==> src/rtl/irqc_pkg.sv <==
package irqc_pkg;
  localparam int NSRC  = 5;
  localparam int SRC_W = $clog2(NSRC);

  // Index order is the priority order, 0 = highest
  typedef enum logic [SRC_W-1:0] {
    SRC_NMI  = 3'd0,
    SRC_EDGE = 3'd1,
    SRC_LVLB = 3'd2,
    SRC_LVLA = 3'd3,
    SRC_EXT  = 3'd4
  } src_e;

  function automatic logic [7:0] restart_addr(input src_e s);
    case (s)
      SRC_NMI:  restart_addr = 8'h24;
      SRC_EDGE: restart_addr = 8'h3C;
      SRC_LVLB: restart_addr = 8'h34;
      SRC_LVLA: restart_addr = 8'h2C;
      default:  restart_addr = 8'h00;
    endcase
  endfunction
endpackage

==> src/rtl/irqc_capture.sv <==
module irqc_capture (
  input  logic clk,
  input  logic rst,
  input  logic nmi_in,
  input  logic edge_in,
  input  logic ack_nmi,
  input  logic ack_edge,
  input  logic edge_clr,
  output logic nmi_arm,
  output logic edge_pend
);
  logic nmi_prev, edge_prev;
  logic nmi_rise, edge_rise;

  assign nmi_rise  = nmi_in  & ~nmi_prev;
  assign edge_rise = edge_in & ~edge_prev;

  always_ff @(posedge clk) begin
    if (rst) begin
      nmi_prev  <= 1'b0;
      edge_prev <= 1'b0;
      nmi_arm   <= 1'b0;
      edge_pend <= 1'b0;
    end else begin
      nmi_prev  <= nmi_in;
      edge_prev <= edge_in;
      nmi_arm   <= nmi_rise  | (nmi_arm   & ~ack_nmi);
      edge_pend <= edge_rise | (edge_pend & ~(ack_edge | edge_clr));
    end
  end

  // the captured edge survives until a clearing event
  assert_edge_kept_R4: assert property (@(posedge clk) disable iff (rst)
    (edge_pend && !ack_edge && !edge_clr) |=> edge_pend);

  // a line that stays high cannot re-arm
  assert_nmi_no_rearm_R6: assert property (@(posedge clk) disable iff (rst)
    (!nmi_arm && nmi_prev && nmi_in) |=> !nmi_arm);
endmodule

==> src/rtl/irqc_arbiter.sv <==
module irqc_arbiter #(
  parameter int N = 5,
  localparam int IW = (N > 1) ? $clog2(N) : 1
) (
  input  logic          clk,
  input  logic          rst,
  input  logic [N-1:0]  req,
  output logic          win_valid,
  output logic [IW-1:0] win_idx,
  output logic [N-1:0]  grant
);
  always_comb begin
    win_valid = 1'b0;
    win_idx   = '0;
    for (int i = N - 1; i >= 0; i--) begin
      if (req[i]) begin
        win_valid = 1'b1;
        win_idx   = IW'(i);
      end
    end
    grant = win_valid ? (N'(1) << win_idx) : '0;
  end

  // at most one winner and only among requesters
  assert_grant_onehot_R2: assert property (@(posedge clk) disable iff (rst)
    $onehot0(grant) && ((grant & ~req) == '0));
endmodule

==> src/rtl/irqc_regs.sv <==
module irqc_regs #(
  parameter int MASK_W = 3
) (
  input  logic              clk,
  input  logic              rst,
  input  logic              cfg_wr,
  input  logic [7:0]        cfg_data,
  input  logic              ie_set,
  input  logic              ie_clr,
  input  logic              take_ack,
  input  logic              ack_nmi,
  input  logic              stat_rd,
  input  logic              serial_in,
  input  logic [MASK_W-1:0] pend,
  output logic [MASK_W-1:0] mask,
  output logic              ie,
  output logic              serial_out,
  output logic [7:0]        stat_data,
  output logic              edge_clr
);
  logic saved_ie, show_saved;
  logic ie_view;

  assign edge_clr = cfg_wr & cfg_data[4];
  assign ie_view  = show_saved ? saved_ie : ie;

  always_ff @(posedge clk) begin
    if (rst) begin
      mask       <= '1;
      ie         <= 1'b0;
      serial_out <= 1'b0;
      stat_data  <= '0;
      saved_ie   <= 1'b0;
      show_saved <= 1'b0;
    end else begin
      if (cfg_wr && cfg_data[3]) mask <= cfg_data[MASK_W-1:0];
      if (cfg_wr && cfg_data[6]) serial_out <= cfg_data[7];

      if (take_ack)    ie <= 1'b0;
      else if (ie_clr) ie <= 1'b0;
      else if (ie_set) ie <= 1'b1;

      if (stat_rd) begin
        stat_data  <= {serial_in, pend, ie_view, mask};
        show_saved <= 1'b0;
      end
      if (ack_nmi) begin
        saved_ie   <= ie;
        show_saved <= 1'b1;
      end
    end
  end

  // acceptance always leaves the enable cleared
  assert_ack_clears_ie_R7: assert property (@(posedge clk) disable iff (rst)
    take_ack |=> !ie);
endmodule

==> src/rtl/irq_vector_unit.sv <==
module irq_vector_unit #(
  parameter int VEC_W = 8
) (
  input  logic             clk,
  input  logic             rst,
  input  logic             nmi_in,
  input  logic             edge_in,
  input  logic             lvl_b_in,
  input  logic             lvl_a_in,
  input  logic             ext_in,
  input  logic             sample_en,
  input  logic             idle_state,
  input  logic             ack,
  input  logic             ie_set,
  input  logic             ie_clr,
  input  logic             cfg_wr,
  input  logic [7:0]       cfg_data,
  input  logic             stat_rd,
  input  logic             serial_in,
  output logic [7:0]       stat_data,
  output logic             serial_out,
  output logic             irq_valid,
  output logic [2:0]       irq_src,
  output logic [VEC_W-1:0] irq_vector,
  output logic             irq_vec_ext,
  output logic             wake
);
  import irqc_pkg::*;

  logic              nmi_arm, edge_pend, edge_clr, ie;
  logic [2:0]        mask;
  logic [NSRC-1:0]   elig, grant;
  logic              win_valid;
  logic [SRC_W-1:0]  win_idx;
  logic              take, ack_fire, ack_nmi, ack_edge;
  src_e              src_q, win_src;

  assign ack_fire = ack & irq_valid;
  assign ack_nmi  = ack_fire & (src_q == SRC_NMI);
  assign ack_edge = ack_fire & (src_q == SRC_EDGE);

  irqc_capture u_capture (
    .clk(clk), .rst(rst), .nmi_in(nmi_in), .edge_in(edge_in),
    .ack_nmi(ack_nmi), .ack_edge(ack_edge), .edge_clr(edge_clr),
    .nmi_arm(nmi_arm), .edge_pend(edge_pend)
  );

  always_comb begin
    elig           = '0;
    elig[SRC_NMI]  = nmi_arm & nmi_in;
    elig[SRC_EDGE] = edge_pend & ~mask[2] & ie;
    elig[SRC_LVLB] = lvl_b_in  & ~mask[1] & ie;
    elig[SRC_LVLA] = lvl_a_in  & ~mask[0] & ie;
    elig[SRC_EXT]  = ext_in & ie;
  end

  irqc_arbiter #(.N(NSRC)) u_arb (
    .clk(clk), .rst(rst), .req(elig),
    .win_valid(win_valid), .win_idx(win_idx), .grant(grant)
  );

  irqc_regs #(.MASK_W(3)) u_regs (
    .clk(clk), .rst(rst), .cfg_wr(cfg_wr), .cfg_data(cfg_data),
    .ie_set(ie_set), .ie_clr(ie_clr), .take_ack(ack_fire), .ack_nmi(ack_nmi),
    .stat_rd(stat_rd), .serial_in(serial_in),
    .pend({edge_pend, lvl_b_in, lvl_a_in}),
    .mask(mask), .ie(ie), .serial_out(serial_out),
    .stat_data(stat_data), .edge_clr(edge_clr)
  );

  assign win_src = src_e'(win_idx);
  assign take    = (sample_en | idle_state) & ~irq_valid & win_valid;

  always_ff @(posedge clk) begin
    if (rst) begin
      irq_valid   <= 1'b0;
      src_q       <= SRC_NMI;
      irq_vector  <= '0;
      irq_vec_ext <= 1'b0;
      wake        <= 1'b0;
    end else begin
      wake <= take;
      if (take) begin
        irq_valid   <= 1'b1;
        src_q       <= win_src;
        irq_vector  <= VEC_W'(restart_addr(win_src));
        irq_vec_ext <= (win_src == SRC_EXT);
      end else if (ack_fire) begin
        irq_valid <= 1'b0;
      end
    end
  end

  assign irq_src = src_q;

  // a presented request holds its identity until acknowledged
  assert_hold_until_ack_R8: assert property (@(posedge clk) disable iff (rst)
    (irq_valid && !ack) |=> (irq_valid && $stable(irq_vector) && $stable(irq_src)));

  // wake only accompanies a freshly latched request
  assert_wake_with_req_R11: assert property (@(posedge clk) disable iff (rst)
    wake |-> (irq_valid && $rose(irq_valid)));

  // maskable sources need the enable at the latching edge
  assert_enable_gate_R5: assert property (@(posedge clk) disable iff (rst)
    ($rose(irq_valid) && irq_src != SRC_NMI) |-> $past(ie));
endmodule

==> config.mk <==
export PLATFORM = sky130hd
export DESIGN_NAME = irq_vector_unit
export DESIGN_NICKNAME = d
export VERILOG_FILES = /design/src/rtl/irqc_pkg.sv /design/src/rtl/irqc_capture.sv /design/src/rtl/irqc_arbiter.sv /design/src/rtl/irqc_regs.sv /design/src/rtl/irq_vector_unit.sv
export SDC_FILE = /design/constraint.sdc
export NUM_CORES = 1
export LEC_CHECK = 0
export BUFFER_PORTS_ARGS = -buffer_cell sky130_fd_sc_hd__buf_2
export CORE_UTILIZATION = 30
export DETAILED_ROUTE_END_ITERATION = 7
export PLACE_DENSITY = 0.56
export SYNTH_ARGS = -nofsm -noshare
export SYNTH_HDL_FRONTEND = slang
export SYNTH_HIERARCHICAL = 1
export SYNTH_SLANG_ARGS = --single-unit
==> constraint.sdc <==
create_clock -name clk -period 2.03 [get_ports clk]
set_clock_uncertainty 0.15 [all_clocks]
set_input_delay 0.1015 -clock clk [delete_from_list [all_inputs] [get_ports clk]]
set_output_delay 0.1015 -clock clk [all_outputs]
set_load 0.005 [all_outputs]
==> flow_summary.ini <==
[pwr]
vdd_drop_max_mv = 0.4777
powerDensity_nw_per_um2 = 710.0
p_clk_share_pct = 36.7
swShare_pct = 21.45
power.switching_uw = 251.9
internal-power_uw = 922.5
comb_power_share_pct = 12.9
power.leakage_uw = 0.0007543
pwr-share-seq_pct = 50.4

[worst_setup_path]
required_ns = 2.05
startpoint = cfg_data[7]
crit_path_top_delay_cell = dlygate4sd3_1
cp-start-kind = input port
reg2reg_from = u_regs/ie$_SDFFE_PP0P_
r2r_slack_ns = 0.20
path_buf_inv = 4
r2r-end = irq_vector[4]$_SDFFE_PP0P_
cpLargestDelayFamily = buffers and inverters
setup.worst_path.end = u_regs/serial_out$_SDFFE_PP0P_
critPathKind = in -> reg
worstPathMaxFanout = 1
crit_path_max_incr_delay_ns = 0.58
cp.arrival_ns = 1.98
path_depth = 6
crit_top_cell = dlygate4sd3_1
ff2ff_path_depth = 5
path_cells = dlygate4sd3_1 > buf_2 > nand3_1 > dlygate4sd3_1 > a21oi_1 > dlygate4sd3_1
critPathCaptureType = register

[detailed_routing]
drc = 0
drt-pass1-iter-count = 4
drtAntennaViolNets = 0
wire_per_inst_microns = 11.21
drt_iter0_markers = 35
vias_per_cell = 4.618
via_count = 1076
wirelength_microns = 2613

[hold_path]
hold_depth = 3
hp-class = in -> reg

[clock_tree]
cts_setup_buffers = 0
numCtsBuffers = 3
cts_tree = done
h-tree-depth = 1
path_clk_slew_ns = 0.09
ctsRootBufferMaster = clkbuf_8
clock_path_buffers = 2
cts_sinks = 28
clk_latency_ns = 0.27

[sta]
hold_viol_final = 0
tightest_slew_ns = 0.7220
period_share_pct = 96.90
setup_viol_count_final = 0
rsz0062_at_grt = false
post-route-min-period_ns = 1.967
maxSlewHeadroom_pct = 51.43
final_max_slew_viol_count = 0
setup_tns_ns = 0
max_freq_mhz = 508.3

[finish]
fillers = 401
areaGrowthSynthToFinish_pct = 37.71
drive_gt1_share_pct = 27.57
utilization_pct = 44.18
fin_nets = 209
diodes = 0
final_common_cell = buf_2
layout_common_cells = buf_2, dfxtp_1, dlygate4sd3_1

[place]
gp_congestion = 0.7458
hpwl_microns = 1824
io_buffers = 40

[synth]
synth_area_per_cell_sq_um = 9.240
synth_cells = 130
synth_area_sq_um = 1201
synth_warnings = 6

[run]
cap_violations = 0

[global_routing]
grt_pass1_wl_microns = 4395
grt_max_degree = 29
antenna_found_initial = 0
track_usage_pct = 12.98
grt_pass1_vias = 1048
grt_overflow_total = 0

[run_status]
status = complete, no violations

[die]
fp.dieH_microns = 65.28
die_area_sq_um = 4261
num_io_pins = 46
die_w_microns = 65.28
start_util_pct = 32.09
num_rows = 22
core-area_sq_um = 3744
[worst min-delay path, delay by kind of cell]
kind | cells | cell delay [ns]
simple gates | 1 | 0.09
buf+inv | 1 | 0.11
compound gates | 1 | 0.12
[worst min-delay path by stage]
stage | from | end | slack, ns
final | cfg_data[3] | u_regs/mask[0]$_SDFFE_PP1P_ | 0.03
after global routing | cfg_data[3] | u_regs/mask[1]$_SDFFE_PP1P_ | 0.04
after CTS | cfg_data[3] | u_regs/mask[0]$_SDFFE_PP1P_ | 0.02
after detailed placement | ie_clr | u_regs/ie$_SDFFE_PP0P_ | 0.13
after global placement | ie_clr | u_regs/ie$_SDFFE_PP0P_ | 0.13
after floorplan | rst | u_capture/edge_pend$_SDFF_PP0_ | 0.02
[stage by stage]
| step | worst slack, ns | area [sq um] | hold WS (ns) | instances | total power, uW |
|---|---|---|---|---|---|
| after floorplan | 0.2637 | 1212 | 0.02057 | 133 | 687.8 |
| after global placement | 0.2218 | 1419 | 0.1319 | 213 | 729.5 |
| after detailed placement | 0.1738 | 1419 | 0.1331 | 213 | 733.5 |
| final | 0.06285 | 1654 | 0.02891 | 233 | 1174 |
| after global routing | 0.01491 | 1654 | 0.04445 | 233 | 1227 |
| after CTS | 0.09908 | 1650 | 0.01706 | 233 | 1191 |
[metal layers]
metal  track usage, %  vias to the layer above  share of wire (%)
li1                 -                      554                  -
met1            15.71                      492                 47
met2            23.58                       30                 48
met3            3.125                        0                4.6
met4            1.630                        0                  0
met5                0                        -                  0
[registers in the layout, indices dropped and copies added (netlist names), 3 cells and up]
| register | count |
|---|---|
| irq_src | 3 |
| irq_vector | 3 |
| u_regs/mask | 3 |
| u_regs/stat_data | 8 |
[timing repair]
action,in CTS,in global routing
resized for setup,0,1
endpoints found under the hold margin,14,0
hold buffers,16,0
endpoints found under the setup margin,0,1
[power groups by stage]
stage	clock (uW)	sequential, uW	combinational [uW]
after floorplan	0	604	83.5
after global placement	0	604	125
after detailed placement	0	605	128
after CTS	447	593	151
after global routing	462	596	169
final	431	592	151
[cell type report]
type	instances	area [sq um]	area share (%)
multi-input cells	92	575.6	34.80
flip-flops and latches	28	560.5	33.89
repair buffers	58	375.4	22.69
well taps	48	60.06	3.631
clock buffers	3	41.29	2.496
clock inverters	1	30.03	1.815
inverters	3	11.26	0.6808
No activity file was read; power rests on OpenSTA's default activity.
